## config.mk

```make
export PLATFORM = sky130hd
export DESIGN_NAME = dac_serial_rx
export DESIGN_NICKNAME = d
export VERILOG_FILES = /design/src/rtl/dac_rx_pkg.sv /design/src/rtl/dac_rx_sync.sv /design/src/rtl/dac_rx_frame.sv /design/src/rtl/dac_rx_cmd.sv /design/src/rtl/dac_serial_rx.sv
export SDC_FILE = /design/constraint.sdc
export NUM_CORES = 1
export LEC_CHECK = 0
export BUFFER_PORTS_ARGS = -buffer_cell sky130_fd_sc_hd__buf_2
export CAP_MARGIN = 10
export CORE_MARGIN = 2
export CORE_UTILIZATION = 47
export CTS_CLUSTER_SIZE = 24
export DETAILED_ROUTE_END_ITERATION = 6
export PLACE_DENSITY = 0.68
export SLEW_MARGIN = 5
export SYNTH_ARGS = -nofsm -noshare
export SYNTH_HDL_FRONTEND = slang
export SYNTH_SLANG_ARGS = --single-unit
```

## constraint.sdc

```tcl
create_clock -name clk -period 1.4 [get_ports clk]
set_input_delay 0.21 -clock clk [delete_from_list [all_inputs] [get_ports clk]]
set_output_delay 0.21 -clock clk [all_outputs]
set_load 0.03 [all_outputs]
```

## src/rtl/dac_rx_pkg.sv

```systemverilog
package dac_rx_pkg;
  localparam int FRAME_BITS = 24;
  localparam int CODE_W     = 16;
  localparam int MODE_W     = 2;
  localparam int KEEP_W     = CODE_W + MODE_W;
  localparam logic [MODE_W-1:0] MODE_NORMAL = '0;
endpackage

```

## src/rtl/dac_rx_sync.sv

```systemverilog
module dac_rx_sync #(
  parameter int          WIDTH   = 3,
  parameter int          STAGES  = 2,
  parameter logic [WIDTH-1:0] RST_VAL = '0
) (
  input  logic             clk,
  input  logic             rst,
  input  logic [WIDTH-1:0] din,
  output logic [WIDTH-1:0] dout
);
  logic [WIDTH-1:0] stage_q [STAGES];

  generate
    for (genvar s = 0; s < STAGES; s++) begin : g_stage
      always_ff @(posedge clk) begin
        if (rst) stage_q[s] <= RST_VAL;
        else if (s == 0) stage_q[s] <= din;
        else stage_q[s] <= stage_q[(s == 0) ? 0 : s-1];
      end
    end
  endgenerate

  assign dout = stage_q[STAGES-1];
endmodule

```

## src/rtl/dac_rx_frame.sv

```systemverilog
module dac_rx_frame
  import dac_rx_pkg::*;
#(
  parameter int NBITS = FRAME_BITS,
  parameter int KW    = KEEP_W
) (
  input  logic          clk,
  input  logic          rst,
  input  logic          sel_n_s,
  input  logic          sck_s,
  input  logic          sdi_s,
  output logic          done,
  output logic [KW-1:0] word
);
  localparam int CNT_W = $clog2(NBITS);
  localparam logic [CNT_W-1:0] LAST = CNT_W'(NBITS - 1);

  logic             sel_q, sck_q, active;
  logic [CNT_W-1:0] cnt;
  logic [KW-1:0]    shreg;
  logic             sel_fall, sck_fall;

  assign sel_fall = sel_q & ~sel_n_s;
  assign sck_fall = sck_q & ~sck_s;

  always_ff @(posedge clk) begin
    if (rst) begin
      sel_q  <= 1'b1;
      sck_q  <= 1'b0;
      active <= 1'b0;
      cnt    <= '0;
      shreg  <= '0;
      done   <= 1'b0;
    end else begin
      sel_q <= sel_n_s;
      sck_q <= sck_s;
      done  <= 1'b0;
      if (sel_n_s) begin
        active <= 1'b0;
        cnt    <= '0;
      end else if (sel_fall) begin
        active <= 1'b1;
        cnt    <= '0;
      end else if (active && sck_fall) begin
        shreg <= {shreg[KW-2:0], sdi_s};
        if (cnt == LAST) begin
          done   <= 1'b1;
          active <= 1'b0;
          cnt    <= '0;
        end else begin
          cnt <= cnt + 1'b1;
        end
      end
    end
  end

  assign word = shreg;

  logic chk_armed;
  always_ff @(posedge clk) chk_armed <= !rst;

  assert_cnt_bound_R2: assert property (@(posedge clk) disable iff (rst || !chk_armed)
    cnt <= LAST);
  assert_done_single_R6: assert property (@(posedge clk) disable iff (rst || !chk_armed)
    done |=> !done);
  assert_abort_R7: assert property (@(posedge clk) disable iff (rst || !chk_armed)
    sel_n_s |=> !active && !done);
  assert_no_rearm_R8: assert property (@(posedge clk) disable iff (rst || !chk_armed)
    done |-> !active);
endmodule

```

## src/rtl/dac_rx_cmd.sv

```systemverilog
module dac_rx_cmd
  import dac_rx_pkg::*;
(
  input  logic              clk,
  input  logic              rst,
  input  logic              load,
  input  logic [KEEP_W-1:0] word,
  output logic [CODE_W-1:0] code,
  output logic [MODE_W-1:0] mode,
  output logic              strobe
);
  always_ff @(posedge clk) begin
    if (rst) begin
      code   <= '0;
      mode   <= MODE_NORMAL;
      strobe <= 1'b0;
    end else begin
      strobe <= load;
      if (load) begin
        code <= word[CODE_W-1:0];
        mode <= word[KEEP_W-1:CODE_W];
      end
    end
  end

  logic chk_armed;
  always_ff @(posedge clk) chk_armed <= !rst;

  assert_hold_R7: assert property (@(posedge clk) disable iff (rst || !chk_armed)
    !strobe |-> ($stable(code) && $stable(mode)));
  assert_strobe_src_R6: assert property (@(posedge clk) disable iff (rst || !chk_armed)
    strobe |-> $past(load));
endmodule

```

## src/rtl/dac_serial_rx.sv

```systemverilog
module dac_serial_rx
  import dac_rx_pkg::*;
#(
  parameter int SYNC_STAGES = 2
) (
  input  logic              clk,
  input  logic              rst,
  input  logic              sel_n,
  input  logic              sck,
  input  logic              sdi,
  output logic [CODE_W-1:0] dac_code,
  output logic [MODE_W-1:0] pwr_mode,
  output logic              upd_strobe
);
  logic [2:0]        raw_in, syn_in;
  logic              frame_done;
  logic [KEEP_W-1:0] frame_word;

  assign raw_in = {sel_n, sck, sdi};

  dac_rx_sync #(.WIDTH(3), .STAGES(SYNC_STAGES), .RST_VAL(3'b100)) u_sync (
    .clk  (clk),
    .rst  (rst),
    .din  (raw_in),
    .dout (syn_in)
  );

  dac_rx_frame #(.NBITS(FRAME_BITS), .KW(KEEP_W)) u_frame (
    .clk     (clk),
    .rst     (rst),
    .sel_n_s (syn_in[2]),
    .sck_s   (syn_in[1]),
    .sdi_s   (syn_in[0]),
    .done    (frame_done),
    .word    (frame_word)
  );

  dac_rx_cmd u_cmd (
    .clk    (clk),
    .rst    (rst),
    .load   (frame_done),
    .word   (frame_word),
    .code   (dac_code),
    .mode   (pwr_mode),
    .strobe (upd_strobe)
  );
endmodule

```

==> impl_metrics.ini <==
[yosys]
synthAdderAreaFrac_pct = 0.6601
yosysTopAreaCell = dfxtp_1
synth_nets = 177
synth_top_family_by_area = multiplexers
ys_ff_latch = 52
syn_inst = 171
synth_area_leaders = dfxtp_1 55%, mux2i_1 20%, nand2b_1 6.3%, nor2_1 4.0%, nor2b_1 2.0%
synthSimpleGateAreaFrac_pct = 19.21
netlist.area_leader.share_pct = 54.92
muxShareOfSynthArea_pct = 19.54
netlist_area_um2 = 1896
ys_types = 25
synth_compound_area_share_pct = 1.980
synth_area_per_cell_um2 = 11.09
synth_seq_area_share_pct = 54.92
ys_warn_count = 0
synth_xor_area_share_pct = 0.4620

[worst_setup_path]
slowest_delay_ns = 0.43
cp.depth = 4
worst-path-buf-inv = 0
rr_worst_depth = 4
crit_path_end = u_frame.cnt[3]
crit_required_ns = 1.63
arrival_ns = 1.60
endpoint_kind = register
cp-startpoint = u_frame.cnt[0]
r2r_start = u_frame.cnt[0]
cp_top_family = simple AND/OR/NAND/NOR gates
cpMaxStageDelayCell = or4_4
timing.rr.end = u_frame.cnt[3]
reg2reg_setup_slack_ns = 0.03
path_class = register to register
cp_max_fo = 4
cp-start-kind = register
path_cells = ha_2 > and4b_1 > or4_4 > a21oi_2

[power]
p_total_w = 0.002326
leakage_nw = 0.8533
power.density_nw_per_um2 = 1067
ir_drop_mv = 0.6237

[drt]
viasPerCell = 4.858
vias = 1195
ant_nets = 0
post-route-drc-count = 0
dr.pass1.iters = 4
drt_iter0_drc = 52
routed_wl_um = 3189
post_drt_wl_per_cell_um = 12.96

[sta]
setup_tns_ns = 0
finalClockSkew_ns = 0.006273
drv_slew = 0
fin_crit_ns = 1.368
setup-violations-final = 0
hold_viol_final = 0
tightest_slew_ns = 0.2690
slew_headroom_pct = 81.88
fin_crit_sh_pct = 97.70
max_freq_mhz = 731.1

[global_routing]
grt_pass1_wl_um = 5133
antenna_found_initial = 0
grt_util_all_layers_pct = 15.43
grt_pass1_vias = 1137
grt_overflow = 0
grt_max_degree = 47

[layout]
layout.nets = 202
drive_gt1_share_pct = 22.96
final_cell_mix = 51 x dfxtp_1, 37 x mux2i_1, 23 x buf_2, 20 x nor2_1, 19 x nand2b_1
utilization_pct = 55.28
antennaDiodeCount = 0
final_common_cell = dfxtp_1
final_cell_area_um2 = 2180
area_delta_synth_final_pct = 14.98
finalNonFillerCells = 246

[hold_path]
hold_class = input port to register

[floorplanning]
rows = 23
initial_core_util_pct = 48.08
die_y_um = 67.51
core_um2 = 3943
io_pins = 24
dieArea_um2 = 4557
die_w_um = 67.51

[clocking]
clkTransAtPathRegs_ns = 0.08
numCtsBuffers = 5
ctsHtreeMaxLevel = 2
cts_tree = yes
clock_latency_ns = 0.29
cts.sinks = 52
cts_setup_buffers = 0
cts_max_path_buffers = 2
cts_root_buffer = clkbuf_8

[placed_design]
dpl_cell_area_um2 = 2087
dpl.cell_count = 239
dpl.hpwl_um = 2116
io_buffers = 23
finalWeightedCongestion = 0.7077

[run_status]
status = complete, no violations

[job]
drv_cap = 0
## logic make-up after synthesis
group                      after synthesis
muxes                                   37
and+or+nand+nor                         62
xor gates and xnor gates                 1
DFF                                     52
AOI/OAI and AO/OA                        7
buffers and inverters                   11
adders and majority gates                1
## state kept, by name (all words and copies together) (netlist names), 2 cells and up
register and cells:
u_frame.word 18, u_frame.cnt 5, u_cmd.code 16, u_cmd.mode 2
u_sync.stage_q 6
## where the power goes
group          internal [W]  leakage [nW]  switching [W]
combinational     0.0000248         0.391      0.0000223
clock              0.000341        0.0410       0.000444
sequential          0.00149         0.421     0.00000607
## area by class of cell
cell class	count	area, um^2
clock buffers	6	72.57
fillers	344	1763
multi-input cells	108	807.0
well taps	50	62.56
clock inverters	1	5.005
inverters	2	7.507
repair buffers	27	182.7
flip-flops and latches	52	1042
## synth_stat cells (all sizes together)
| cell | number |
|---|---|
| a21oi | 4 |
| clkbuf | 5 |
| nand2b | 19 |
| nor4 | 1 |
| inv | 2 |
| buf | 4 |
| nand4b | 1 |
| nor2 | 20 |
| or4 | 2 |
| nand3b | 1 |
| nor2b | 6 |
| o31ai | 1 |
| nand2 | 3 |
| ha | 1 |
| and4b | 1 |
| xor2 | 1 |
| dfxtp | 52 |
| nor3 | 1 |
| o21ai | 2 |
| mux2i | 37 |
| or2 | 3 |
| or3 | 3 |
| nand3 | 1 |
## worst reg2reg max path: cells and delay by family (launching register included)
kind / cells / cell delay [ns]
flops: 1 / 0.34
simple gates: 2 / 0.63
fa+ha+maj: 1 / 0.20
compound gates: 1 / 0.13
## routing by layer
metal / routed length [um] / part of all wire (%) / track usage [%]
met5: 0 / 0 / 0
met4: 28 / 0.88 / 6.888
met3: 130 / 4.1 / 5.667
met2: 1572 / 49 / 24.88
met1: 1458 / 46 / 18.29
## stage by stage
stage | hold slack, ns | setup slack [ns]
4_1_cts | 0.09319 | 0.01045
2_1_floorplan | 0.3138 | 0.1308
3_5_place_dp | 0.3977 | -0.01284
6_report | 0.09962 | 0.03219
5_1_grt | 0.08250 | -0.001331
3_3_place_gp | 0.3982 | 0.1122
## repair_timing
item                       CTS  global route
setup endpoints to repair    1             2
hold buffers                 0             0
gates resized for setup      2             3
## worst min-delay path by stage
stage | startpoint | end | cells after the start
6_report | sel_n | u_sync.stage_q[0][2] | 2
5_1_grt | sel_n | u_sync.stage_q[0][2] | 2
4_1_cts | sel_n | u_sync.stage_q[0][2] | 2
3_5_place_dp | u_sync.stage_q[0][2] | u_sync.stage_q[1][2] | 1
3_3_place_gp | u_sync.stage_q[0][2] | u_sync.stage_q[1][2] | 1
2_1_floorplan | sel_n | u_sync.stage_q[0][2] | 1
Power figures use the tool's default switching activity.
